==> config.mk <==
export PLATFORM = sky130hd
export DESIGN_NAME = code_prefetch_queue
export DESIGN_NICKNAME = d
export VERILOG_FILES = /design/src/rtl/cpq_pkg.sv /design/src/rtl/cpq_bytes.sv /design/src/rtl/cpq_fetch.sv /design/src/rtl/code_prefetch_queue.sv
export SDC_FILE = /design/constraint.sdc
export NUM_CORES = 1
export LEC_CHECK = 0
export ABC_AREA = 1
export ABC_CLOCK_PERIOD_IN_PS = 8730
export BUFFER_PORTS_ARGS = -buffer_cell sky130_fd_sc_hd__buf_4
export CORE_MARGIN = 3
export CORE_UTILIZATION = 40
export CTS_BUF_LIST = sky130_fd_sc_hd__clkbuf_4
export DETAILED_ROUTE_END_ITERATION = 8
export HOLD_SLACK_MARGIN = 0.08
export RECOVER_POWER = 50
export SYNTH_ARGS = -nofsm -noshare
export SYNTH_HDL_FRONTEND = slang
export SYNTH_HIERARCHICAL = 1
export SYNTH_SLANG_ARGS = --single-unit
==> constraint.sdc <==
create_clock -name clk -period 8.73 [get_ports clk]
set_input_delay 0 -clock clk [delete_from_list [all_inputs] [get_ports clk]]
set_output_delay 0 -clock clk [all_outputs]
set_load 0.02 [all_outputs]
==> src/rtl/cpq_pkg.sv <==
package cpq_pkg;

  // Cycles a single memory access occupies the bus for a wait setting.
  function automatic int unsigned access_cycles(input int unsigned ws);
    return (ws == 0) ? 1 : ws;
  endfunction

  // True in the final cycle of an access, given cycles already spent.
  function automatic logic last_wait_cycle(input int unsigned spent, input int unsigned ws);
    return spent + 1 >= access_cycles(ws);
  endfunction

  // Bytes consumed by one CPU request.
  function automatic int unsigned req_bytes(input logic two);
    return two ? 2 : 1;
  endfunction

endpackage

==> src/rtl/cpq_bytes.sv <==
module cpq_bytes #(
  parameter int DEPTH = 4,
  parameter int CNT_W = 3
) (
  input  logic               clk,
  input  logic               rst_n,
  input  logic               flush,
  input  logic               load,
  input  logic [DEPTH*8-1:0] load_data,
  input  logic [1:0]         pop_n,
  input  logic               push,
  input  logic [15:0]        push_word,
  output logic [CNT_W-1:0]   count,
  output logic [7:0]         head_lo,
  output logic [7:0]         head_hi
);

  logic [7:0]       slot_q [DEPTH];
  logic [7:0]       slot_d [DEPTH];
  logic [CNT_W-1:0] cnt_q, cnt_d, cnt_left;

  always_comb begin
    cnt_left = cnt_q - CNT_W'(pop_n);
    cnt_d    = cnt_left;
    for (int i = 0; i < DEPTH; i++) begin
      if (i + int'(pop_n) < DEPTH) slot_d[i] = slot_q[i + int'(pop_n)];
      else                         slot_d[i] = 8'h00;
    end
    if (push) begin
      for (int i = 0; i < DEPTH; i++) begin
        if (i == int'(cnt_left))     slot_d[i] = push_word[7:0];
        if (i == int'(cnt_left) + 1) slot_d[i] = push_word[15:8];
      end
      cnt_d = cnt_left + CNT_W'(2);
    end
    if (flush) begin
      for (int i = 0; i < DEPTH; i++) slot_d[i] = 8'h00;
      cnt_d = '0;
    end
    if (load) begin
      for (int i = 0; i < DEPTH; i++) slot_d[i] = load_data[i*8 +: 8];
      cnt_d = CNT_W'(DEPTH);
    end
  end

  genvar g;
  generate
    for (g = 0; g < DEPTH; g++) begin : g_slot
      always_ff @(posedge clk) begin
        if (!rst_n) slot_q[g] <= 8'h00;
        else        slot_q[g] <= slot_d[g];
      end
    end
  endgenerate

  always_ff @(posedge clk) begin
    if (!rst_n) cnt_q <= '0;
    else        cnt_q <= cnt_d;
  end

  assign count   = cnt_q;
  assign head_lo = slot_q[0];
  assign head_hi = slot_q[1];

endmodule

==> src/rtl/cpq_fetch.sv <==
module cpq_fetch #(
  parameter int ADDR_W = 16,
  parameter int WAIT_W = 4
) (
  input  logic              clk,
  input  logic              rst_n,
  input  logic              start,
  input  logic              start_byp,
  input  logic [ADDR_W-1:0] start_addr,
  input  logic [WAIT_W-1:0] cfg_wait,
  input  logic              branch,
  input  logic              enable,
  output logic              busy,
  output logic [ADDR_W-1:0] addr,
  output logic              done,
  output logic              done_byp,
  output logic              keep
);
  import cpq_pkg::*;

  logic              busy_q, byp_q, drop_q;
  logic [ADDR_W-1:0] addr_q;
  logic [WAIT_W-1:0] spent_q, wait_q;
  logic              drop_now;

  // Data is dropped on a branch, or when the mode no longer matches its tag.
  assign drop_now = branch || (byp_q == enable);
  assign done     = busy_q && last_wait_cycle(int'(spent_q), int'(wait_q));
  assign keep     = done && !drop_q && !drop_now;
  assign done_byp = byp_q;
  assign busy     = busy_q;
  assign addr     = addr_q;

  always_ff @(posedge clk) begin
    if (!rst_n) begin
      busy_q  <= 1'b0;
      byp_q   <= 1'b0;
      drop_q  <= 1'b0;
      addr_q  <= '0;
      spent_q <= '0;
      wait_q  <= '0;
    end else if (busy_q) begin
      if (drop_now) drop_q <= 1'b1;
      if (done) busy_q  <= 1'b0;
      else      spent_q <= spent_q + WAIT_W'(1);
    end else if (start) begin
      busy_q  <= 1'b1;
      byp_q   <= start_byp;
      drop_q  <= 1'b0;
      addr_q  <= start_addr;
      spent_q <= '0;
      wait_q  <= cfg_wait;
    end
  end

endmodule

==> src/rtl/code_prefetch_queue.sv <==
module code_prefetch_queue #(
  parameter int ADDR_W = 16,
  parameter int DEPTH  = 4,
  parameter int WAIT_W = 4
) (
  input  logic               clk,
  input  logic               rst_n,
  input  logic               cfg_enable,
  input  logic [WAIT_W-1:0]  cfg_wait,
  input  logic               bus_hold,
  input  logic               branch_valid,
  input  logic [ADDR_W-1:0]  branch_addr,
  input  logic               cache_fill,
  input  logic [DEPTH*8-1:0] cache_bytes,
  input  logic               cpu_req,
  input  logic               cpu_len,
  output logic [15:0]        cpu_data,
  output logic               cpu_stall,
  output logic               mem_rd,
  output logic [ADDR_W-1:0]  mem_addr,
  input  logic [15:0]        mem_rdata
);
  import cpq_pkg::*;

  localparam int CNT_W      = $clog2(DEPTH + 1);
  localparam int ROOM_LIMIT = DEPTH - 2;

  // Named internal events
  logic [CNT_W-1:0]  q_count;
  logic [7:0]        head_lo, head_hi;
  logic              fetch_busy, fetch_done, fetch_byp, fetch_keep;
  logic              q_deliver, byp_deliver, deliver;
  logic              start_pf, start_bp, q_flush, q_load, q_push;
  logic [1:0]        pop_n;
  logic [CNT_W-1:0]  need_n;
  logic [ADDR_W-1:0] pc_q, start_addr;

  assign need_n      = CNT_W'(req_bytes(cpu_len));
  assign q_deliver   = cfg_enable && cpu_req && !branch_valid && (q_count >= need_n);
  assign byp_deliver = fetch_keep && fetch_byp && cpu_req;
  assign deliver     = q_deliver || byp_deliver;
  assign pop_n       = q_deliver ? 2'(req_bytes(cpu_len)) : 2'd0;
  assign q_push      = fetch_keep && !fetch_byp;
  assign q_flush     = branch_valid || !cfg_enable;
  assign q_load      = branch_valid && cache_fill && cfg_enable;

  assign start_pf = cfg_enable && !branch_valid && !fetch_busy && !bus_hold
                    && (int'(q_count) <= ROOM_LIMIT);
  assign start_bp = !cfg_enable && cpu_req && !branch_valid && !fetch_busy && !bus_hold;
  assign start_addr = start_bp ? pc_q : pc_q + ADDR_W'(q_count);

  cpq_bytes #(.DEPTH(DEPTH), .CNT_W(CNT_W)) u_bytes (
    .clk       (clk),
    .rst_n     (rst_n),
    .flush     (q_flush),
    .load      (q_load),
    .load_data (cache_bytes),
    .pop_n     (pop_n),
    .push      (q_push),
    .push_word (mem_rdata),
    .count     (q_count),
    .head_lo   (head_lo),
    .head_hi   (head_hi)
  );

  cpq_fetch #(.ADDR_W(ADDR_W), .WAIT_W(WAIT_W)) u_fetch (
    .clk        (clk),
    .rst_n      (rst_n),
    .start      (start_pf || start_bp),
    .start_byp  (start_bp),
    .start_addr (start_addr),
    .cfg_wait   (cfg_wait),
    .branch     (branch_valid),
    .enable     (cfg_enable),
    .busy       (fetch_busy),
    .addr       (mem_addr),
    .done       (fetch_done),
    .done_byp   (fetch_byp),
    .keep       (fetch_keep)
  );

  always_ff @(posedge clk) begin
    if (!rst_n)            pc_q <= '0;
    else if (branch_valid) pc_q <= branch_addr;
    else if (deliver)      pc_q <= pc_q + ADDR_W'(req_bytes(cpu_len));
  end

  assign mem_rd    = fetch_busy;
  assign cpu_data  = byp_deliver ? mem_rdata : {head_hi, head_lo};
  assign cpu_stall = cpu_req && !deliver;

endmodule

==> impl_metrics.toml, run 1 <==
[timing]
slew_headroom = -0.390
rsz0062_at_grt = "false"
min_period_over_period = 0.706
final_hold_viol_count = 0
max_freq_mhz = 162
fin_crit_ns = 6.17
fin_tns_setup_ns = 0
worst_clock_skew_ns = 0.0197
setup_viol_count_final = 0
drv_slew = 52
holdWs_ns = 0.137
tightest_slew_ns = 2.09

[cells_and_area]
nNetsFinal = 1263
regArea_mm2 = 0.00156
final_area_mm2 = 0.00812
drive_gt1_frac = 0.152
syn2layout_area_growth_pct = 34.5
layout.cells.non_filler = 1357
multi_input_area_mm2 = 0.00384
fillCellCount = 1498

[power_and_ir_drop]
power_uw = 861
p_leak_nw = 3.76
peakVddDrop_mv = 0.0781
power.density_mw_per_mm2 = 106

[global_routing]
grt_max_degree = 52
grt_pass1_vias = 6275
grt_pass1_wl_mm = 33.7
met2_usage = 0.345
grt.met1_usage = 0.403
top_usage_layer = "met1"
antenna_found_initial = 1
gr-usage-met3 = 0.0606
grt_usage = 0.254
grt.overflow.total = 0

[die]
core_mm2 = 0.0146
die_height_um = 129
die_w_um = 129
die_area_mm2 = 0.0166
ios = 110
rows = 44
start_util = 0.413

[route]
firstDrtPassIters = 5
num_vias = 7035
postRouteWirelength_mm = 21.3
drc = 0
antenna_left = 0
via_per_inst = 5.18
drt_iter0_drc = 767
avgRoutedWirePerCell_um = 15.7

[setup_path]
critPathArrivalTime_ns = 6.59
crit_fanout = 51
startpoint_type = "flip-flop"
worstSetupEndpointType = "flip-flop"
cp.required_ns = 9.15
worstSetupPathType = "flip-flop to flip-flop"

[synth]
synth_nets = 1061
avgSynthCellArea_um2 = 6.26
ys_warn_count = 6
synth_cells = 965
synth_area_mm2 = 0.00604

[clock_tree]
cts_resized = 0
cts_tree = "yes"
h-tree-depth = 3
clock_latency_ns = 0.49
clockBufferDepth = 2
clk_root_buffer_cell = "clkbuf_4"
cts.reportedPaths.clkPinSlew_ns = 0.16
cts_buffers = 9
clock-sinks = 78

[job]
maxCapViolCount = 1

[placed_design]
io_buffers = 109
dp_hpwl_mm = 15.1
placed_area_mm2 = 0.00686
place_congestion = 0.978
placed_cells = 1218

[status]
violations = "capacitance limit, slew limit"
status = "complete, but fails checks"

[hold_path]
hold_path_class = "input port to flip-flop"
-- critical path: stages (launching register included) --
cell and delay [ns]:
dfxtp_1 0.40, inv_1 0.06, ha_1 0.26, inv_1 0.03
nand2_1 0.04, nand2_1 0.04, nand2_1 0.05, nand2_1 0.19
nor2_4 0.12, clkbuf_1 1.50, ha_1 0.34, inv_1 0.05
fa_1 0.61, inv_2 0.09, nor2_2 0.26, ha_1 0.34
nand2_1 0.40, nand2_1 0.10, nand2_1 0.25, nand3_1 0.11
nand2_1 0.07, nand2_1 0.05, a21oi_1 0.14, dlygate4sd3_1 0.57
-- registers in the layout, summed over array words and instances, names as in the netlist --
signal	count
u_fetch/drop_q	1
u_bytes/slot_q	32
u_fetch/addr	16
u_bytes/count	3
u_fetch/busy	1
pc_q	16
u_fetch/done_byp	1
u_fetch/wait_q	4
u_fetch/spent_q	4
-- final cells by class --
class | count | share of cell area
Multi-Input combinational cell | 752 | 0.473
Timing Repair Buffer | 234 | 0.245
Sequential cell | 78 | 0.192
Inverter | 92 | 0.0427
Tap cell | 184 | 0.0283
Clock buffer | 10 | 0.00924
Clock inverter | 6 | 0.00862
Antenna cell | 1 | 0.000308
-- worst paths after layout --
check / startpoint / end / slack (ns) / cells past startpoint
worst max register to register: u_bytes/count[0] / u_bytes/slot_q[3][7] / 2.56 / 23
worst min register to register: u_fetch/wait_q[1] / u_fetch/wait_q[1] / 0.50 / 2
worst max-delay path: u_bytes/count[0] / u_bytes/slot_q[3][7] / 2.56 / 23
worst min-delay path: branch_valid / pc_q[10] / 0.14 / 3
-- power breakdown --
| group | leakage, nW | internal (mW) | switching, mW |
|---|---|---|---|
| Sequential | 0.636 | 0.373 | 0.0173 |
| Combinational | 3.05 | 0.101 | 0.124 |
| Clock | 0.0692 | 0.0917 | 0.153 |
| Total | 3.76 | 0.566 | 0.295 |
-- metrics by stage --
stage          utilization  setup slack (ns)
2_1_floorplan            -              5.31
3_3_place_gp         0.469              4.61
3_5_place_dp         0.469              4.48
4_1_cts              0.562              3.91
5_1_grt              0.555              2.07
6_report             0.555              2.56
-- per-layer routing --
metal  share of wire  vias up
met5               0        -
met4           0.012        0
met3           0.089       22
met2            0.40      298
met1            0.50     3160
li1                -     3555
-- layout by cell type, fill, tap and decap left out, drive strengths merged, types with 4 or more instances in the layout --
cell type    count
a31oi            5
mux2            16
a21oi           63
nor2            88
dlygate4sd3    122
nand2          305
nand3          104
clkbuf          28
or2              6
dfxtp           78
o211ai          11
ha              17
inv             91
clkinvlp         4
buf             94
o21ai           92
nand4           13
xor2            15
-- what timing repair did --
item                                   in CTS  in global routing
endpoints found under the hold margin      76                  0
hold buffers                              122                  0
setup buffers                               0                  0
Power figures use the tool's default switching activity.
==> run 2, diff against run 1 <==
--- a/config.mk
+++ b/config.mk
@@ -6,7 +6,7 @@
 export NUM_CORES = 1
 export LEC_CHECK = 0
 export ABC_AREA = 1
-export ABC_CLOCK_PERIOD_IN_PS = 8730
+export ABC_CLOCK_PERIOD_IN_PS = 5800
 export BUFFER_PORTS_ARGS = -buffer_cell sky130_fd_sc_hd__buf_4
 export CORE_MARGIN = 3
 export CORE_UTILIZATION = 40
==> constraint.sdc (replaced) <==
create_clock -name clk -period 5.8 [get_ports clk]
set_input_delay 0 -clock clk [delete_from_list [all_inputs] [get_ports clk]]
set_output_delay 0 -clock clk [all_outputs]
set_load 0.02 [all_outputs]
==> impl_metrics.toml, run 2 (synthesis results as in run 1) <==
[timing]
drv_slew = 0
slew_headroom = 0.145
setup_slack_ns = 0.852
min_period_over_period = 0.853
fin_crit_ns = 4.95
worst_clock_skew_ns = 0.0157
tightest_slew_ns = 1.28
final_hold_viol_count = 0
fin_tns_setup_ns = 0
rsz0062_at_grt = "false"
max_freq_mhz = 202
holdWs_ns = 0.135
setup_viol_count_final = 0

[global_routing]
grt_max_degree = 51
grt.overflow.total = 0
antenna_found_initial = 1
grt_pass1_wl_mm = 33.7
grt_pass1_vias = 6371
grt_usage = 0.255

[route]
drt_iter0_drc = 738
drc = 0
antenna_left = 0
via_per_inst = 5.19
firstDrtPassIters = 6
num_vias = 7051
avgRoutedWirePerCell_um = 15.5
postRouteWirelength_mm = 21.1

[setup_path]
critPathArrivalTime_ns = 5.36
worstSetupPathType = "flip-flop to flip-flop"
cp_slowest_stage_delay_ns = 0.95
r2r_start = "u_fetch/spent_q[0]"
cp.required_ns = 6.21
reg2reg_to = "u_bytes/slot_q[3][7]"
path_common_cell = "nand2_1"
startpoint_type = "flip-flop"
worstSetupEndpointType = "flip-flop"
crit_fanout = 26
crit_path_end = "u_bytes/slot_q[3][7]"
cp-startpoint = "u_fetch/spent_q[0]"
critPathSlowestCell = "clkbuf_1"
reg2regPathDepth = 21
r2r_slack_ns = 0.85
crit_path_cell_trace = "ha_1, xor2_1, ha_1, nand2_1, inv_1, nand2_1, nand2_1, nand2_1, nand2_1, nand2_1, nor3_1, inv_1, nor2_1, clkbuf_1, inv_1, a21oi_1, o21ai_0, nand2_1, nand2_1, a21oi_1, dlygate4sd3_1"

[cells_and_area]
fillCellCount = 1496
final_cell_mix = "291 x nand2_1, 122 x dlygate4sd3_1, 103 x nand3_1"
mostFrequentLayoutCell = "nand2_1"
drive_gt1_frac = 0.147
regMostFlops = "u_bytes/slot_q"
largest_register_ff_count = 32
nNetsFinal = 1264
utilization = 0.556
layout.cells.non_filler = 1358
final_area_mm2 = 0.00814
syn2layout_area_growth_pct = 34.8

[power_and_ir_drop]
p_comb_frac = 0.252
power_switching_uw = 443
p_int_uw = 896
peakVddDrop_mv = 0.0976
power.density_mw_per_mm2 = 164
power_mw = 1.34
p_leak_nw = 3.79
p_seq_frac = 0.439
pwr-share-clk = 0.309
switching_share = 0.331

[clock_tree]
clk_root_buffer_cell = "clkbuf_4"
hold_buffers = 122
clockBufferDepth = 2
cts_buffers = 9
cts_resized = 0
cts_tree = "yes"
h-tree-depth = 3
clock_latency_ns = 0.47
clock-sinks = 78
cts_setup_buffers = 0
cts.reportedPaths.clkPinSlew_ns = 0.15

[placed_design]
place_congestion = 0.943
io_buffers = 109
dp_hpwl_mm = 14.8
placed_area_mm2 = 0.00687
placed_cells = 1219
place_ws_ns = 1.62

[die]
core_mm2 = 0.0146
rows = 44
die_w_um = 129
start_util = 0.413
ios = 110
die_height_um = 129
die_area_mm2 = 0.0166

[hold_path]
hold_path_class = "input port to flip-flop"

[job]
maxCapViolCount = 0

[status]
status = "finished clean"
run 2: worst min path at each step:
| stage | depth (start not counted) | start | endpoint | slack (ns) |
|---|---|---|---|---|
| 2_1_floorplan | 2 | cfg_wait[0] | u_fetch/wait_q[0] | 0.13 |
| 3_3_place_gp | 3 | cache_bytes[2] | u_bytes/slot_q[0][2] | 0.23 |
| 5_1_grt | 4 | cpu_len | u_bytes/count[0] | 0.15 |
| 3_5_place_dp | 3 | cache_bytes[2] | u_bytes/slot_q[0][2] | 0.23 |
| 6_report | 4 | cpu_len | u_bytes/count[0] | 0.14 |
| 4_1_cts | 4 | cpu_len | u_bytes/count[0] | 0.1 |
run 2: layer usage:
layer | wire, µm | global-route usage | part of all wire
met1 | 10300 | 0.396 | 0.49
met2 | 8560 | 0.353 | 0.41
met3 | 1880 | 0.0498 | 0.089
met4 | 364 | 0.0710 | 0.017
met5 | 0 | 0 | 0
run 2: area by class of cell:
| type | count | area, µm² | share of cell area |
|---|---|---|---|
| Multi-Input combinational cell | 752 | 3830 | 0.470 |
| Inverter | 92 | 348 | 0.0427 |
| Timing Repair Buffer | 235 | 2000 | 0.246 |
| Sequential cell | 78 | 1560 | 0.192 |
| Tap cell | 184 | 230 | 0.0283 |
| Antenna cell | 1 | 2.50 | 0.000307 |
| Clock inverter | 6 | 92.6 | 0.0114 |
| Clock buffer | 10 | 75.1 | 0.00922 |
run 2: worst max-delay path, delay by kind of cell, from the launching register on:
kind,cells,cell delay (ns)
buffers and inverters,5,2.28
AND/OR/NAND/NOR,10,0.94
AO/OA/AOI/OAI,3,0.57
adder cells (fa/ha/maj),2,0.55
flip-flops,1,0.39
XOR/XNOR,1,0.17
run 2: power by group through the flow:
| stage | clock network, mW | logic [mW] | registers (mW) |
|---|---|---|---|
| CTS | 0.421 | 0.344 | 0.588 |
| global route | 0.443 | 0.373 | 0.592 |
| global placement | 0 | 0.287 | 0.600 |
| detailed placement | 0 | 0.287 | 0.599 |
| finish | 0.414 | 0.337 | 0.588 |
| floorplan | 0 | 0.175 | 0.602 |
==> run 3, diff against run 2 <==
--- a/config.mk
+++ b/config.mk
@@ -10,7 +10,7 @@
 export BUFFER_PORTS_ARGS = -buffer_cell sky130_fd_sc_hd__buf_4
 export CORE_MARGIN = 3
 export CORE_UTILIZATION = 40
-export CTS_BUF_LIST = sky130_fd_sc_hd__clkbuf_4
+export CTS_BUF_LIST = sky130_fd_sc_hd__clkbuf_4 sky130_fd_sc_hd__clkbuf_8 sky130_fd_sc_hd__clkbuf_16
 export DETAILED_ROUTE_END_ITERATION = 8
 export HOLD_SLACK_MARGIN = 0.08
 export RECOVER_POWER = 50
==> impl_metrics.toml, run 3 (synthesis results as in run 1) <==
[route]
antenna_left = 0
via_per_inst = 5.20
avgRoutedWirePerCell_um = 15.7
num_vias = 6694
firstDrtPassIters = 5
postRouteWirelength_mm = 20.2
drt_iter0_drc = 762
drc = 0

[cells_and_area]
diodes = 0
utilization = 0.520
drive_gt1_frac = 0.161
layout.cells.non_filler = 1287
mostFrequentLayoutCell = "nand2_1"
largest_register_ff_count = 32
final_cell_mix = "291 x nand2_1, 103 x nand3_1, 95 x buf_4"
fillCellCount = 1521
syn2layout_area_growth_pct = 26.0
nNetsFinal = 1194
regArea_mm2 = 0.00156
regMostFlops = "u_bytes/slot_q"
multi_input_area_mm2 = 0.00385

[global_routing]
gr-usage-met3 = 0.0465
grt_pass1_wl_mm = 32.0
grt_usage = 0.243
grt.met1_usage = 0.392
met2_usage = 0.322
grt_pass1_vias = 5878
grt_max_degree = 51
grt.overflow.total = 0
top_usage_layer = "met1"
antenna_found_initial = 0

[setup_path]
critPathArrivalTime_ns = 4.62
cp_slowest_stage_delay_ns = 0.94
critPathSlowestCell = "clkbuf_1"
worstSetupEndpointType = "flip-flop"
crit_fanout = 26
crit_path_cell_trace = "ha_1, xor2_1, ha_1, nand2_1, inv_1, nand2_1, nand2_1, nand2_1, nand2_1, nand2_1, nor3_1, inv_1, nor2_1, clkbuf_1, inv_1, a21oi_1, o21ai_0, nand2_1, nand2_1, nand2_1"
path_delay_family = "buffers and inverters"
cp-startpoint = "u_fetch/spent_q[0]"
startpoint_type = "flip-flop"
path_common_cell = "nand2_1"
worstSetupPathType = "flip-flop to flip-flop"
path_buf_inv = 4
worst-path-stages = 20
r2r_start = "u_fetch/spent_q[0]"
cp.required_ns = 6.09
reg2regPathDepth = 20

[job]
maxCapViolCount = 0

[die]
die_height_um = 129
start_util = 0.413
die_w_um = 129
ios = 110
rows = 44
core_mm2 = 0.0146
die_area_mm2 = 0.0166

[clock_tree]
cts.reportedPaths.clkPinSlew_ns = 0.07
cts_buffers = 9
clock-sinks = 78
clk_root_buffer_cell = "clkbuf_16"
clockBufferDepth = 2
cts_tree = "yes"
cts_setup_buffers = 0
h-tree-depth = 3
cts_resized = 0
clock_latency_ns = 0.35

[placed_design]
place_congestion = 0.943
dp_hpwl_mm = 14.8
io_buffers = 109
placed_cells = 1219

[timing]
rsz0062_at_grt = "false"
setup_viol_count_final = 0
fin_tns_setup_ns = 0
tightest_slew_ns = 1.28
max_freq_mhz = 231
min_period_over_period = 0.747
final_hold_viol_count = 0
fin_crit_ns = 4.33
slew_headroom = 0.149
worst_clock_skew_ns = 0.00655
drv_slew = 0

[power_and_ir_drop]
p_seq_frac = 0.382
peakVddDrop_mv = 0.104
power_switching_uw = 460
p_comb_frac = 0.202
p_leak_nw = 3.51
power.density_mw_per_mm2 = 202
p_int_mw = 1.08
switching_share = 0.299
pwr-share-clk = 0.416

[hold_path]
hold_path_depth = 6
hold_start = "branch_addr[14]"
hold_path_class = "input port to flip-flop"

[status]
status = "finished clean"
## run 3: what timing repair did
item                                    in CTS  in global routing
endpoints found under the setup margin       0                  0
hold buffers                                52                  0
hold endpoints to repair                    51                  0
## run 3: power by group through the flow
stage	registers (mW)	logic [mW]	clock network, mW
2_1_floorplan	0.602	0.175	0
3_3_place_gp	0.600	0.287	0
3_5_place_dp	0.599	0.287	0
4_1_cts	0.588	0.317	0.647
5_1_grt	0.591	0.344	0.670
6_report	0.588	0.310	0.639
## run 3: final cells by class
class                      count  area share
sequential                    78       0.205
inverter                      92      0.0455
clock inverter                 6      0.0122
clock buffer                  10      0.0306
multi-input combinational    752       0.505
tap                          184      0.0302
timing repair buffer         165       0.171
## run 3: worst paths after layout
path,end,slack (ns)
worst min-delay path,pc_q[14],0.09
worst min register to register,u_fetch/wait_q[3],0.51
worst max-delay path,u_bytes/slot_q[3][2],1.47
worst max register to register,u_bytes/slot_q[3][2],1.47
## run 3: routing by layer
metal  wire length (µm)  share of wire  vias to the layer above
met2               7840           0.39                      279
met5                  0              0                        -
met1              10300           0.51                     2983
li1                   -              -                     3413
met4                310          0.015                        0
met3               1720          0.085                       19
## run 3: worst min-delay path, delay by kind of cell
kind,cells,cell delay (ns)
AO/OA/AOI/OAI,1,0.11
AND/OR/NAND/NOR,3,0.17
buffers and inverters,2,0.11
## run 3: through the flow
stage          setup WS, ns  cell area (µm²)  hold slack, ns  power, mW
6_report               1.47             7610          0.0902       1.54
5_1_grt               0.947             7610           0.113       1.60
4_1_cts                1.56             7720          0.0880       1.55
3_5_place_dp           1.62             6870           0.225      0.886
3_3_place_gp           1.74             6870           0.225      0.887
2_1_floorplan          2.38             6040           0.135      0.777
